$ cat config.mk
export PLATFORM = sky130hd
export DESIGN_NAME = spr_line_eval
export DESIGN_NICKNAME = d
export VERILOG_FILES = /design/src/rtl/spr_eval_pkg.sv /design/src/rtl/spr_eval_seq.sv /design/src/rtl/spr_slot_bank.sv /design/src/rtl/spr_ovf_reg.sv /design/src/rtl/spr_line_eval.sv
export SDC_FILE = /design/constraint.sdc
export NUM_CORES = 1
export LEC_CHECK = 0
export ABC_AREA = 1
export BUFFER_PORTS_ARGS = -buffer_cell sky130_fd_sc_hd__buf_2
export CORE_ASPECT_RATIO = 0.9
export CORE_UTILIZATION = 30
export CTS_BUF_LIST = sky130_fd_sc_hd__clkbuf_16
export DETAILED_ROUTE_END_ITERATION = 16
export PLACE_DENSITY = 0.51
export RECOVER_POWER = 25
export SYNTH_ARGS = -nofsm -noshare
export SYNTH_HDL_FRONTEND = slang
export SYNTH_SLANG_ARGS = --single-unit
$ cat constraint.sdc
create_clock -name clk -period 4.4 [get_ports clk]
set_input_delay 0.66 -clock clk [delete_from_list [all_inputs] [get_ports clk]]
set_output_delay 0.66 -clock clk [all_outputs]
set_load 0.01 [all_outputs]
$ cat src/rtl/spr_eval_pkg.sv
package spr_eval_pkg;

  typedef enum logic [2:0] {
    ST_IDLE,
    ST_Y_REQ,
    ST_Y_CHK,
    ST_A_REQ,
    ST_A_CAP,
    ST_FIN
  } seq_state_t;

  // Effective sprite height in lines.
  function automatic logic [7:0] spr_height(input logic big, input logic mag);
    logic [7:0] h;
    h = big ? 8'd16 : 8'd8;
    if (mag) h = h << 1;
    return h;
  endfunction

  // Row offset of a line inside a sprite; the sprite starts one line below Y.
  function automatic logic [7:0] spr_row(input logic [7:0] line, input logic [7:0] y);
    return line - y - 8'd1;
  endfunction

  function automatic logic spr_covers(input logic [7:0] line, input logic [7:0] y,
                                      input logic big, input logic mag);
    return spr_row(line, y) < spr_height(big, mag);
  endfunction

  // Signed horizontal position after the optional early shift.
  function automatic logic [8:0] spr_xpos(input logic [7:0] x, input logic early);
    return early ? ({1'b0, x} - 9'd32) : {1'b0, x};
  endfunction

  function automatic logic [7:0] spr_pat_align(input logic [7:0] pat, input logic big);
    return big ? {pat[7:2], 2'b00} : pat;
  endfunction

endpackage

$ cat src/rtl/spr_eval_seq.sv
module spr_eval_seq
  import spr_eval_pkg::*;
#(
  parameter int NUM_SPR   = 32,
  parameter int NUM_SLOTS = 4,
  parameter int AW        = 14,
  parameter int STOP_Y    = 208,
  localparam int IDX_W    = $clog2(NUM_SPR),
  localparam int CNT_W    = $clog2(NUM_SLOTS + 1),
  localparam int SLOT_W   = (NUM_SLOTS > 1) ? $clog2(NUM_SLOTS) : 1,
  localparam int BASE_W   = AW - IDX_W - 2
) (
  input  logic              clk,
  input  logic              rst_n,
  input  logic              start,
  input  logic [7:0]        line_num,
  input  logic              big_spr,
  input  logic              mag_spr,
  input  logic [BASE_W-1:0] sat_base,
  input  logic [7:0]        mem_data,
  output logic              mem_rd,
  output logic [AW-1:0]     mem_addr,
  output logic              busy,
  output logic              done,
  output logic              clr,
  output logic              wr_en,
  output logic [SLOT_W-1:0] wr_slot,
  output logic [1:0]        wr_field,
  output logic              cur_big,
  output logic              ovf_hit,
  output logic [IDX_W-1:0]  ovf_at,
  output logic [CNT_W-1:0]  slot_cnt
);

  seq_state_t        state;
  logic [IDX_W-1:0]  idx;
  logic [1:0]        byte_sel;
  logic [CNT_W-1:0]  cnt;
  logic [7:0]        line_q;
  logic              big_q;
  logic              mag_q;
  logic [BASE_W-1:0] base_q;

  logic y_stop;
  logic y_hit;
  logic slots_full;
  logic last_entry;

  always_comb begin
    mem_rd     = (state == ST_Y_REQ) || (state == ST_A_REQ);
    mem_addr   = {base_q, idx, (state == ST_Y_REQ) ? 2'b00 : byte_sel};
    y_stop     = (state == ST_Y_CHK) && (mem_data == 8'(STOP_Y));
    y_hit      = (state == ST_Y_CHK) && !y_stop && spr_covers(line_q, mem_data, big_q, mag_q);
    slots_full = (cnt == CNT_W'(NUM_SLOTS));
    ovf_hit    = y_hit && slots_full;
    ovf_at     = idx;
    last_entry = (idx == IDX_W'(NUM_SPR - 1));
    wr_en      = (state == ST_A_CAP);
    wr_slot    = cnt[SLOT_W-1:0];
    wr_field   = byte_sel;
    clr        = start && (state == ST_IDLE);
    busy       = (state != ST_IDLE);
    done       = (state == ST_FIN);
    cur_big    = big_q;
    slot_cnt   = cnt;
  end

  always_ff @(posedge clk or negedge rst_n) begin
    if (!rst_n) begin
      state    <= ST_IDLE;
      idx      <= '0;
      byte_sel <= 2'd0;
      cnt      <= '0;
      line_q   <= 8'd0;
      big_q    <= 1'b0;
      mag_q    <= 1'b0;
      base_q   <= '0;
    end else begin
      unique case (state)
        ST_IDLE: begin
          if (start) begin
            line_q   <= line_num;
            big_q    <= big_spr;
            mag_q    <= mag_spr;
            base_q   <= sat_base;
            idx      <= '0;
            cnt      <= '0;
            byte_sel <= 2'd0;
            state    <= ST_Y_REQ;
          end
        end
        ST_Y_REQ: state <= ST_Y_CHK;
        ST_Y_CHK: begin
          if (y_stop || ovf_hit) begin
            state <= ST_FIN;
          end else if (y_hit) begin
            byte_sel <= 2'd1;
            state    <= ST_A_REQ;
          end else if (last_entry) begin
            state <= ST_FIN;
          end else begin
            idx   <= idx + IDX_W'(1);
            state <= ST_Y_REQ;
          end
        end
        ST_A_REQ: state <= ST_A_CAP;
        ST_A_CAP: begin
          if (byte_sel == 2'd3) begin
            cnt <= cnt + CNT_W'(1);
            if (last_entry) begin
              state <= ST_FIN;
            end else begin
              idx   <= idx + IDX_W'(1);
              state <= ST_Y_REQ;
            end
          end else begin
            byte_sel <= byte_sel + 2'd1;
            state    <= ST_A_REQ;
          end
        end
        ST_FIN: state <= ST_IDLE;
        default: state <= ST_IDLE;
      endcase
    end
  end

endmodule

$ cat src/rtl/spr_slot_bank.sv
module spr_slot_bank
  import spr_eval_pkg::*;
#(
  parameter int NUM_SLOTS = 4,
  localparam int SLOT_W   = (NUM_SLOTS > 1) ? $clog2(NUM_SLOTS) : 1
) (
  input  logic                   clk,
  input  logic                   rst_n,
  input  logic                   clr,
  input  logic                   wr_en,
  input  logic [SLOT_W-1:0]      wr_slot,
  input  logic [1:0]             wr_field,
  input  logic [7:0]             wr_data,
  input  logic                   big,
  output logic [NUM_SLOTS*9-1:0] slot_pos,
  output logic [NUM_SLOTS*8-1:0] slot_pat,
  output logic [NUM_SLOTS*4-1:0] slot_col
);

  for (genvar g = 0; g < NUM_SLOTS; g++) begin : g_slot
    logic       sel;
    logic [7:0] x_q;
    logic [7:0] pat_q;
    logic [3:0] col_q;
    logic       early_q;

    assign sel = wr_en && (wr_slot == SLOT_W'(g));

    always_ff @(posedge clk or negedge rst_n) begin
      if (!rst_n) begin
        x_q     <= 8'd0;
        pat_q   <= 8'd0;
        col_q   <= 4'd0;
        early_q <= 1'b0;
      end else if (clr) begin
        x_q     <= 8'd0;
        pat_q   <= 8'd0;
        col_q   <= 4'd0;
        early_q <= 1'b0;
      end else if (sel) begin
        case (wr_field)
          2'd1:    x_q   <= wr_data;
          2'd2:    pat_q <= spr_pat_align(wr_data, big);
          2'd3: begin
            col_q   <= wr_data[3:0];
            early_q <= wr_data[7];
          end
          default: ;
        endcase
      end
    end

    assign slot_pos[g*9 +: 9] = spr_xpos(x_q, early_q);
    assign slot_pat[g*8 +: 8] = pat_q;
    assign slot_col[g*4 +: 4] = col_q;
  end

endmodule

$ cat src/rtl/spr_ovf_reg.sv
module spr_ovf_reg #(
  parameter int IDX_W = 5
) (
  input  logic             clk,
  input  logic             rst_n,
  input  logic             hit,
  input  logic [IDX_W-1:0] hit_idx,
  input  logic             status_rd,
  output logic             flag,
  output logic [IDX_W-1:0] idx
);

  logic take;
  assign take = hit && (!flag || status_rd);

  always_ff @(posedge clk or negedge rst_n) begin
    if (!rst_n) begin
      flag <= 1'b0;
      idx  <= '0;
    end else if (take) begin
      flag <= 1'b1;
      idx  <= hit_idx;
    end else if (status_rd) begin
      flag <= 1'b0;
    end
  end

endmodule

$ cat src/rtl/spr_line_eval.sv
module spr_line_eval #(
  parameter int NUM_SPR   = 32,
  parameter int NUM_SLOTS = 4,
  parameter int AW        = 14,
  parameter int STOP_Y    = 208,
  localparam int IDX_W    = $clog2(NUM_SPR),
  localparam int CNT_W    = $clog2(NUM_SLOTS + 1),
  localparam int SLOT_W   = (NUM_SLOTS > 1) ? $clog2(NUM_SLOTS) : 1,
  localparam int BASE_W   = AW - IDX_W - 2
) (
  input  logic                   clk,
  input  logic                   rst_n,
  input  logic                   start,
  input  logic [7:0]             line_num,
  input  logic                   big_spr,
  input  logic                   mag_spr,
  input  logic [BASE_W-1:0]      sat_base,
  input  logic                   status_rd,
  output logic                   mem_rd,
  output logic [AW-1:0]          mem_addr,
  input  logic [7:0]             mem_data,
  output logic                   busy,
  output logic                   done,
  output logic [CNT_W-1:0]       slot_cnt,
  output logic [NUM_SLOTS*9-1:0] slot_pos,
  output logic [NUM_SLOTS*8-1:0] slot_pat,
  output logic [NUM_SLOTS*4-1:0] slot_col,
  output logic                   ovf_flag,
  output logic [IDX_W-1:0]       ovf_idx
);

  // Internal events, named for the checker.
  logic              clr;
  logic              wr_en;
  logic [SLOT_W-1:0] wr_slot;
  logic [1:0]        wr_field;
  logic              cur_big;
  logic              ovf_hit;
  logic [IDX_W-1:0]  ovf_at;

  spr_eval_seq #(
    .NUM_SPR(NUM_SPR), .NUM_SLOTS(NUM_SLOTS), .AW(AW), .STOP_Y(STOP_Y)
  ) u_seq (
    .clk(clk), .rst_n(rst_n), .start(start), .line_num(line_num),
    .big_spr(big_spr), .mag_spr(mag_spr), .sat_base(sat_base),
    .mem_data(mem_data), .mem_rd(mem_rd), .mem_addr(mem_addr),
    .busy(busy), .done(done), .clr(clr), .wr_en(wr_en), .wr_slot(wr_slot),
    .wr_field(wr_field), .cur_big(cur_big), .ovf_hit(ovf_hit),
    .ovf_at(ovf_at), .slot_cnt(slot_cnt)
  );

  spr_slot_bank #(.NUM_SLOTS(NUM_SLOTS)) u_slots (
    .clk(clk), .rst_n(rst_n), .clr(clr), .wr_en(wr_en), .wr_slot(wr_slot),
    .wr_field(wr_field), .wr_data(mem_data), .big(cur_big),
    .slot_pos(slot_pos), .slot_pat(slot_pat), .slot_col(slot_col)
  );

  spr_ovf_reg #(.IDX_W(IDX_W)) u_ovf (
    .clk(clk), .rst_n(rst_n), .hit(ovf_hit), .hit_idx(ovf_at),
    .status_rd(status_rd), .flag(ovf_flag), .idx(ovf_idx)
  );

endmodule

### Word level (Yosys, flattened, before mapping)

Index checks and enable logic that the tools add are counted.

* bitwise logic cells: 0
* shifts and indexed selects: 0
* add/sub/neg operators: 9
* magnitude comparators: 1
* reductions and logical operators: 44
* equality and inequality tests: 20
* muxes and demuxes: 66
* multipliers: 0
* div/mod/pow operators: 0

Operator list (count)
* 8-bit 2-to-1 mux: 19
* 4-bit 2-to-1 mux: 9
* 9-bit 2-to-1 mux: 4
* 8-bit by 6-bit subtractor with 9-bit output (second input constant): 4
* 5-bit 2-to-1 mux: 6
* 2-bit AND reduction: 13
* 3-bit 2-to-1 mux: 7
* 2-bit nonzero test: 9
* 3-bit one-hot mux with 5 select lines: 1
* 5-bit one-hot mux with 3 select lines: 1
* 2-bit 2-to-1 mux: 6
* 1-bit 2-to-1 mux: 11
* 1-bit logical AND: 10
* 2-bit != test (second input constant): 5
* 5-bit AND reduction: 2
* 3-bit equality test (second input constant): 3
* 2-bit equality test (second input constant): 4
* 8-bit equality test (second input constant): 1
* 8-bit less-than comparator: 1
* 8-bit by 1-bit subtractor with 8-bit output (second input constant): 1
* 8-bit subtractor: 1
* 3-bit by 2-bit equality test with 1-bit output (second input constant): 2
* 2-bit one-hot mux with 3 select lines: 1
* 3-bit one-hot mux with 2 select lines: 1
* other kinds (13): 18

* register bits after elaboration: 120
* memory bits (read-only): 0
* RAM bits: 0
* bits in latches: 0
* memories: 0
* input port bits: 29
* output and inout port bits: 110
* logic and storage cells: 166

### Logic depth before layout (Yosys ltp)

Gate-level depths: netlist of run 1.

* depth after elaboration: 9
* mapped depth: 20
* mapped depth without buffers: 20

### By module

Synthesis of run 1 repeated with hierarchy kept, for this count alone.

* cells, all modules: 773
* area, all modules: 6148.4 µm²

By module, submodules not included
* spr_slot_bank: cells each 475, instances 1, area an instance 3918.8 µm², sequential area each 2102.0 µm²
* spr_eval_seq: cells each 273, instances 1, area an instance 1996.9 µm², sequential area each 750.7 µm²
* spr_ovf_reg: cells each 25, instances 1, area an instance 232.7 µm², sequential area each 150.1 µm²

### Worst setup path before layout of run 1

OpenSTA, ideal clock, no wires.

* kind: input to register
* from: in mem_data[2]
* to: reg u_ovf.idx[3]
* setup slack: 1454 ps
* data required time: 4278 ps
* arrival: 2824 ps
* library setup time: 122 ps
* cell stages on the path: 17
* path buffers: 0
* cells stage by stage: inv_1 > ha_1 > a21oi_1 > nand2_1 > a31oi_1 > xnor2_1 > ha_1 > a21oi_1 > nand2_1 > nor2_1 > nand3_1 > nor2_2 > nand2_2 > a21oi_2 > inv_2 > nand2_1 > o21ai_1

* cells in the longest elaborated chain, start to end: 7
* elaborated cells on any way between the ends: 10

Ends and longest elaborated chain
* start, declared: line spr_line_eval.sv:21 `input logic [7:0] mem_data,`
* parallel branches: the longest is 4 deep, another holds 8-bit subtractor
* 1-bit logical AND (*): line spr_eval_seq.sv:53 `y_hit = (state == ST_Y_CHK) && !y_stop && spr_covers(line_q, mem_data, big_q, mag_q);`
* 1-bit logical AND (*): line spr_eval_seq.sv:55 `ovf_hit = y_hit && slots_full;`
* 1-bit logical AND (*): line spr_ovf_reg.sv:14 `assign take = hit && (!flag || status_rd);`
* end signal, assigned: line spr_ovf_reg.sv:22 `idx <= hit_idx;`
* end, declared: line spr_ovf_reg.sv:10 `output logic [IDX_W-1:0] idx`

Mark *: on every way between the ends.
A chain may end at the register's enable or synchronous reset.

==> results of run 1 <==
==> kinds of logic (layout without fill, tap and decap cells) <==
family / Yosys count / after routing / share of synthesized area (%)
AO/OA/AOI/OAI: 124 / 124 / 11.4
XOR/XNOR: 7 / 7 / 1.09
adder cells (fa/ha/maj): 23 / 23 / 5.11
buffers and inverters: 106 / 242 / 8.49
flip-flops: 120 / 120 / 53.4
AND/OR/NAND/NOR: 288 / 288 / 20.5
==> area by class of cell <==
class / count / area (sq um) / area share (%)
timing repair buffer: 141 / 724 / 10.2
sequential: 120 / 3000 / 42.4
clock buffer: 17 / 425 / 6.01
tap: 245 / 307 / 4.33
multi-input combinational: 442 / 2150 / 30.4
inverter: 69 / 259 / 3.66
clock inverter: 15 / 209 / 2.95
==> power breakdown <==
group          switching, uW  leakage [uW]  internal [uW]
combinational           1320       0.00201            754
sequential               283       0.00154           1550
clock                    512      0.000299            995
==> sequential cells by signal, indices dropped and copies added (netlist names) <==
name / count
u_seq.cur_big: 1
u_ovf.idx: 5
u_slots.g_slot.pat_q: 32
u_seq.base_q: 7
u_seq.slot_cnt: 3
u_seq.ovf_at: 5
u_seq.mag_q: 1
u_slots.g_slot.x_q: 32
u_seq.line_q: 8
u_slots.g_slot.early_q: 4
u_seq.state: 3
u_slots.g_slot.col_q: 16
u_ovf.flag: 1
u_seq.wr_field: 2
==> stage by stage <==
| stage | instances | total power, uW | cell area, sq um | setup slack [ps] | hold slack (ps) |
|---|---|---|---|---|---|
| floorplan | 668 | 3220 | 5630 | 1450 | 364 |
| CTS | 1049 | 5480 | 7080 | 1490 | 312 |
| finish | 1049 | 5410 | 7070 | 1390 | 441 |
| global route | 1049 | 5890 | 7070 | 726 | 429 |
| global placement | 1017 | 3920 | 6440 | 1070 | 454 |
| detailed placement | 1017 | 3940 | 6440 | 1060 | 457 |
==> layout by cell type (no fill, tap or decap), types with 2 or more instances in the layout <==
cell type,count
nand2_1,235
buf_2,137
dfrtp_1,120
o21ai_0,96
inv_1,65
ha_1,23
nor2_1,20
a21oi_1,17
clkbuf_16,17
nand3_1,16
nor3_1,6
inv_2,5
xor2_1,5
a21oi_2,5
bufinv_16,5
clkinvlp_4,4
nand3b_1,3
o21ai_1,3
clkinv_1,3
a31oi_1,2
xnor2_1,2
nor2_4,2
nand4_1,2
nand2_2,2
buf_4,2
==> worst register-to-register path: cells and delay by family (launching register included) <==
kind / cells / cell delay (ps)
fa+ha+maj: 2 / 580
compound gates: 5 / 840
buf+inv: 1 / 110
xor+xnor: 1 / 140
simple gates: 7 / 730
flops: 1 / 390
==> path summary, 6_finish.rpt <==
kind                                              from                                   end  slack [ps]
setup reg to reg           u_seq.line_q[2]$_DFFE_PN0P_              u_ovf.idx[3]$_DFFE_PN0P_        1480
min in group asynchronous                        rst_n           u_seq.base_q[5]$_DFFE_PN0P_        1250
hold reg to reg            u_seq.base_q[0]$_DFFE_PN0P_           u_seq.base_q[0]$_DFFE_PN0P_         470
hold / removal                             sat_base[0]           u_seq.base_q[0]$_DFFE_PN0P_         440
max in group clk                           mem_data[2]              u_ovf.idx[3]$_DFFE_PN0P_        1470
setup / recovery                                 rst_n  u_slots.g_slot[1].x_q[5]$_DFFE_PN0P_        1390
==> per-layer routing <==
| layer | share of wire, % | global-route usage [%] |
|---|---|---|
| met5 | 0 | 0 |
| met2 | 39 | 22.8 |
| met1 | 51 | 24.3 |
| met3 | 8.8 | 6.16 |
| met4 | 1.1 | 4.86 |
==> impl_metrics.json, run 1 <==
{
  "status": "finished with violations",
  "violations": "capacitance limit, slew limit",
  "worstMarginPinSlew_ps": 3070,
  "cp_top_family": "buffers and inverters",
  "n_antenna_cell": 0,
  "drive_gt1_share_pct": 22.9,
  "routed_wirelength_microns": 15000,
  "critPathMaxFanout": 54,
  "hold_viol": 0,
  "yosysTopAreaCellShare_pct": 53.4,
  "dieHeight_microns": 132,
  "synthArstFlopShare_pct": 100,
  "dieWidth_microns": 146,
  "ys_seq_area_share_pct": 53.4,
  "post_cts_resized": 0,
  "postLayoutCoreUtil_pct": 38.4,
  "synthTopCellsByArea": "dfrtp_1, nand2_1, o21ai_0",
  "grt_pass1_wl_microns": 24800,
  "yosys.cell_count.top_type": "nand2_1",
  "gp_congestion": 0.803,
  "fin_setup_tns_ps": 0,
  "synth.yosys.warnings": 0,
  "synthToLayoutAreaGrowth_pct": 25.7,
  "synth-edff-count": 0,
  "hp-class": "input port to flop",
  "dp_hpwl_microns": 10600,
  "syn_nets": 720,
  "worst_skew_pair.late_latency_ps": 420,
  "period_share_pct": 68.5,
  "drt-initial-drc-count": 270,
  "clock_sinks": 120,
  "worst_ir_drop_vdd_mv": 0.336,
  "maxCapViolCount": 1,
  "slowest_delay_ps": 2130,
  "fill_cells": 1913,
  "first_pass_iters": 6,
  "ant_nets": 0,
  "synth_flop_cell": "dfrtp_1",
  "rows": 47,
  "fp.dieArea_sq_um": 19300,
  "rsz0062_at_grt": "no",
  "worstPathArrival_ps": 2850,
  "ys_seq_elements": 120,
  "cts_root_buffer": "clkbuf_16",
  "cts_tree": "done",
  "grt_util_all_layers_pct": 16.7,
  "grt_antenna_before_repair": 0,
  "crit_cells": 1,
  "required_ps": 4230,
  "ys_types": 26,
  "drcViolationCount": 0,
  "nets": 843,
  "top_level_ports": 139,
  "clockBufferDepth": 2,
  "reg2reg_depth": 16,
  "max-slew-margin-rel_pct": -105,
  "report.final.slew_viol_count": 54,
  "cp-end-kind": "asynchronous set/reset pin",
  "synth_common_cells": "nand2_1, dfrtp_1, o21ai_0",
  "start_kind": "input port",
  "cp_slowest_cell": "clkbuf_1",
  "yosysTopAreaCell": "dfrtp_1",
  "power.density_nw_per_um2": 765,
  "vias_per_cell": 4.43,
  "setup_viol": 0,
  "coreArea_sq_um": 18400,
  "path_cells": "clkbuf_1",
  "postSynthAreaPerCell_sq_um": 8.42,
  "wl_per_cell_microns": 14.3,
  "postSynthCellCount": 668,
  "dr_total_vias": 4644,
  "postCtsHoldBufs": 0,
  "overflow": 0,
  "period_minus_slack_ps": 3010,
  "grt_max_degree": 68,
  "clk_transition_reported_paths_ps": 60,
  "leakage_uw": 0.00385,
  "h-tree-depth": 4,
  "io_buffers": 138,
  "first_global_vias": 4518,
  "path_buf_inv": 1,
  "cts_setup_buffers": 0,
  "worstSetupPathType": "input port to asynchronous set/reset pin",
  "netlist_area_sq_um": 5630,
  "finalClockSkew_ps": 6.00,
  "min_path_cells": 3,
  "start_util_pct": 30.6,
  "cts_buffers": 17,
  "fmax_mhz": 332
}
No activity file was read; power rests on OpenSTA's default activity.
==> inputs of run 2 (changes only) <==
--- a/config.mk
+++ b/config.mk
@@ -5,7 +5,7 @@
 export SDC_FILE = /design/constraint.sdc
 export NUM_CORES = 1
 export LEC_CHECK = 0
-export ABC_AREA = 1
+export ABC_AREA = 0
 export BUFFER_PORTS_ARGS = -buffer_cell sky130_fd_sc_hd__buf_2
 export CORE_ASPECT_RATIO = 0.9
 export CORE_UTILIZATION = 30
==> constraint.sdc (replaced) <==
create_clock -name clk -period 3.1 [get_ports clk]
set_input_delay 0.465 -clock clk [delete_from_list [all_inputs] [get_ports clk]]
set_output_delay 0.465 -clock clk [all_outputs]
set_load 0.01 [all_outputs]
==> impl_metrics.json, run 2 <==
{
  "dieWidth_microns": 147,
  "ys_types": 61,
  "hold_end": "u_seq.line_q[5]$_DFFE_PN0P_",
  "reg_top3": "u_slots.g_slot.pat_q x32, u_slots.g_slot.x_q x32, u_slots.g_slot.col_q x16",
  "ant_nets": 0,
  "nets": 773,
  "rows": 47,
  "coreArea_sq_um": 18500,
  "vias_per_cell": 4.66,
  "fp.dieArea_sq_um": 19500,
  "r2r_start": "u_seq.line_q[2]$_DFFE_PN0P_",
  "cp_slowest_cell": "dfrtp_1",
  "hold_viol": 0,
  "gp_congestion": 0.819,
  "reg2reg_to": "u_ovf.idx[3]$_DFFE_PN0P_",
  "syn_nets": 639,
  "yosysTopAreaCellShare_pct": 52.7,
  "postSynthAreaPerCell_sq_um": 9.70,
  "ys_seq_elements": 120,
  "place_ws_ps": -62.4,
  "power.density_nw_per_um2": 1090,
  "slowest_delay_ps": 390,
  "finalClockSkew_ps": 10.2,
  "io_buffers": 138,
  "post_cts_resized": 0,
  "worst_skew_pair.late_latency_ps": 420,
  "setup_viol": 0,
  "grt_pass1_wl_microns": 25000,
  "fill_cells": 1917,
  "reg2reg_depth": 11,
  "grt_max_degree": 62,
  "start_kind": "flop",
  "grt_util_all_layers_pct": 16.7,
  "dr_total_vias": 4567,
  "most-common-layout-cells": "nand2_1, buf_2, dfrtp_1",
  "maxCapViolCount": 1,
  "clk_transition_reported_paths_ps": 60,
  "cts_setup_buffers": 0,
  "min_path_cells": 3,
  "status": "finished with violations",
  "synth_flop_cell": "dfrtp_1",
  "min-delay-start": "line_num[5]",
  "synthTopCellsByArea": "dfrtp_1, nand2_1, o21ai_0",
  "cp-end-kind": "flop",
  "first_pass_iters": 5,
  "final_common_cell": "nand2_1",
  "violations": "capacitance limit, slew limit",
  "synth.yosys.warnings": 0,
  "yosys.cell_count.top_type": "nand2_1",
  "worstPathArrival_ps": 3280,
  "p_total_uw": 7820,
  "cts_buffers": 17,
  "synth-edff-count": 0,
  "drive_gt1_share_pct": 29.2,
  "period_share_pct": 96.1,
  "path_cells": "ha_1, a21oi_1, nand2_1, a31oi_1, xnor2_1, ha_1, a221oi_1, o2111a_1, buf_4, nand4_4, mux2_2",
  "worstSetupPathType": "flop to flop",
  "start_util_pct": 30.8,
  "r2r_slack_ps": 120,
  "routed_wirelength_microns": 15600,
  "worstMarginPinSlew_ps": 1630,
  "dieHeight_microns": 133,
  "synth_common_cells": "nand2_1, dfrtp_1, o21ai_0",
  "crit_start": "u_seq.line_q[2]$_DFFE_PN0P_",
  "clock_sinks": 120,
  "rsz0062_at_grt": "no",
  "top_level_ports": 139,
  "h-tree-depth": 4,
  "cts_root_buffer": "clkbuf_16",
  "fmax_mhz": 336,
  "wl_per_cell_microns": 15.9,
  "required_ps": 3400,
  "postSynthCellCount": 587,
  "period_minus_slack_ps": 2980,
  "drcViolationCount": 0,
  "max-slew-margin-rel_pct": -8.74,
  "hp-class": "input port to flop",
  "setup_slack_ps": 120,
  "cts_tree": "done",
  "dp_hpwl_microns": 11200,
  "critPathMaxFanout": 8,
  "clockBufferDepth": 2,
  "first_global_vias": 4545,
  "grt_antenna_before_repair": 0,
  "report.final.slew_viol_count": 62,
  "crit_path_frequent_cell": "ha_1",
  "synthToLayoutAreaGrowth_pct": 25.7,
  "postCtsHoldBufs": 0,
  "n_antenna_cell": 0,
  "yosysTopAreaCell": "dfrtp_1",
  "place_area_sq_um": 6600,
  "final_area_sq_um": 7160,
  "drt-initial-drc-count": 225,
  "ys_seq_area_share_pct": 52.7,
  "synthArstFlopShare_pct": 100,
  "overflow": 0,
  "worst_ir_drop_vdd_mv": 0.456,
  "leakage_uw": 0.00365,
  "netlist_area_sq_um": 5690
}
## run 2: cell types whose count changed in the layout (fill, tap and decap cells not counted), moves of 6 or more
cell | previous run | this run
inv_6 | 0 | 8
o21ai_0 | 96 | 84
nand3_1 | 16 | 6
a21oi_1 | 17 | 11
buf_4 | 2 | 23
a31oi_1 | 2 | 14
inv_1 | 65 | 27
nand2_1 | 235 | 154
o31ai_1 | 0 | 8
nor2_1 | 20 | 11
## run 2: per-layer routing
| metal | part of all wire [%] | routed length, microns | global-route usage [%] |
|---|---|---|---|
| met1 | 47 | 7310 | 21.9 |
| met2 | 47 | 7310 | 26.9 |
| met3 | 5.1 | 797 | 4.10 |
| met4 | 1.0 | 155 | 5.33 |
| met5 | 0 | 0 | 0 |
## run 2: stage by stage
step / hold slack (ps) / util (%) / setup TNS [ps] / instances
2_1_floorplan: 169 / - / 0 / 587
3_3_place_gp: 455 / 35.7 / 0 / 947
3_5_place_dp: 458 / 35.7 / -275 / 947
4_1_cts: 168 / 38.8 / 0 / 979
5_1_grt: 230 / 38.8 / 0 / 979
6_report: 236 / 38.8 / 0 / 979
## run 2: kinds of logic (layout without fill, tap and decap cells)
logic type                 count (synthesis)  after routing  share of synthesized area, %
and+or+nand+nor                          207            207                          16.8
DFF                                      120            120                          52.7
AOI/OAI and AO/OA                        141            141                          15.2
adders and majority gates                 23             23                          5.05
buffers and inverters                     75            222                          6.72
xor gates and xnor gates                  13             13                          2.00
muxes                                      8              8                          1.52
## run 2: power by group
group	switching, uW	total [uW]	internal (uW)
registers	497	2700	2200
logic	1930	3210	1290
clock network	796	1920	1120
total	3220	7820	4600
## run 2: worst max-delay path by stage
stage | end | slack, ps | cells after the start
floorplan | u_seq.state[2]$_DFFE_PN0N_ | 210 | 13
global placement | u_ovf.idx[0]$_DFFE_PN0P_ | 9 | 13
detailed placement | u_ovf.idx[3]$_DFFE_PN0P_ | -60 | 13
CTS | u_ovf.idx[3]$_DFFE_PN0P_ | 140 | 11
global route | u_ovf.idx[3]$_DFFE_PN0P_ | 3 | 11
finish | u_ovf.idx[3]$_DFFE_PN0P_ | 120 | 11
## run 2: cell type report
type / count / area (sq um) / area share, %
clock buffer: 17 / 425 / 5.94
clock inverter: 15 / 141 / 1.98
inverter: 27 / 101 / 1.42
multi-input combinational: 392 / 2310 / 32.3
sequential: 120 / 3000 / 42.0
tap: 245 / 307 / 4.28
timing repair buffer: 163 / 871 / 12.2
## run 2: worst max-delay path, delay by kind of cell (launching register included)
family | cells | cell delay [ps]
buffers and inverters | 1 | 180
adder cells (fa/ha/maj) | 2 | 630
flip-flops | 1 | 390
AO/OA/AOI/OAI | 4 | 1010
XOR/XNOR | 1 | 110
multiplexers | 1 | 300
AND/OR/NAND/NOR | 2 | 250
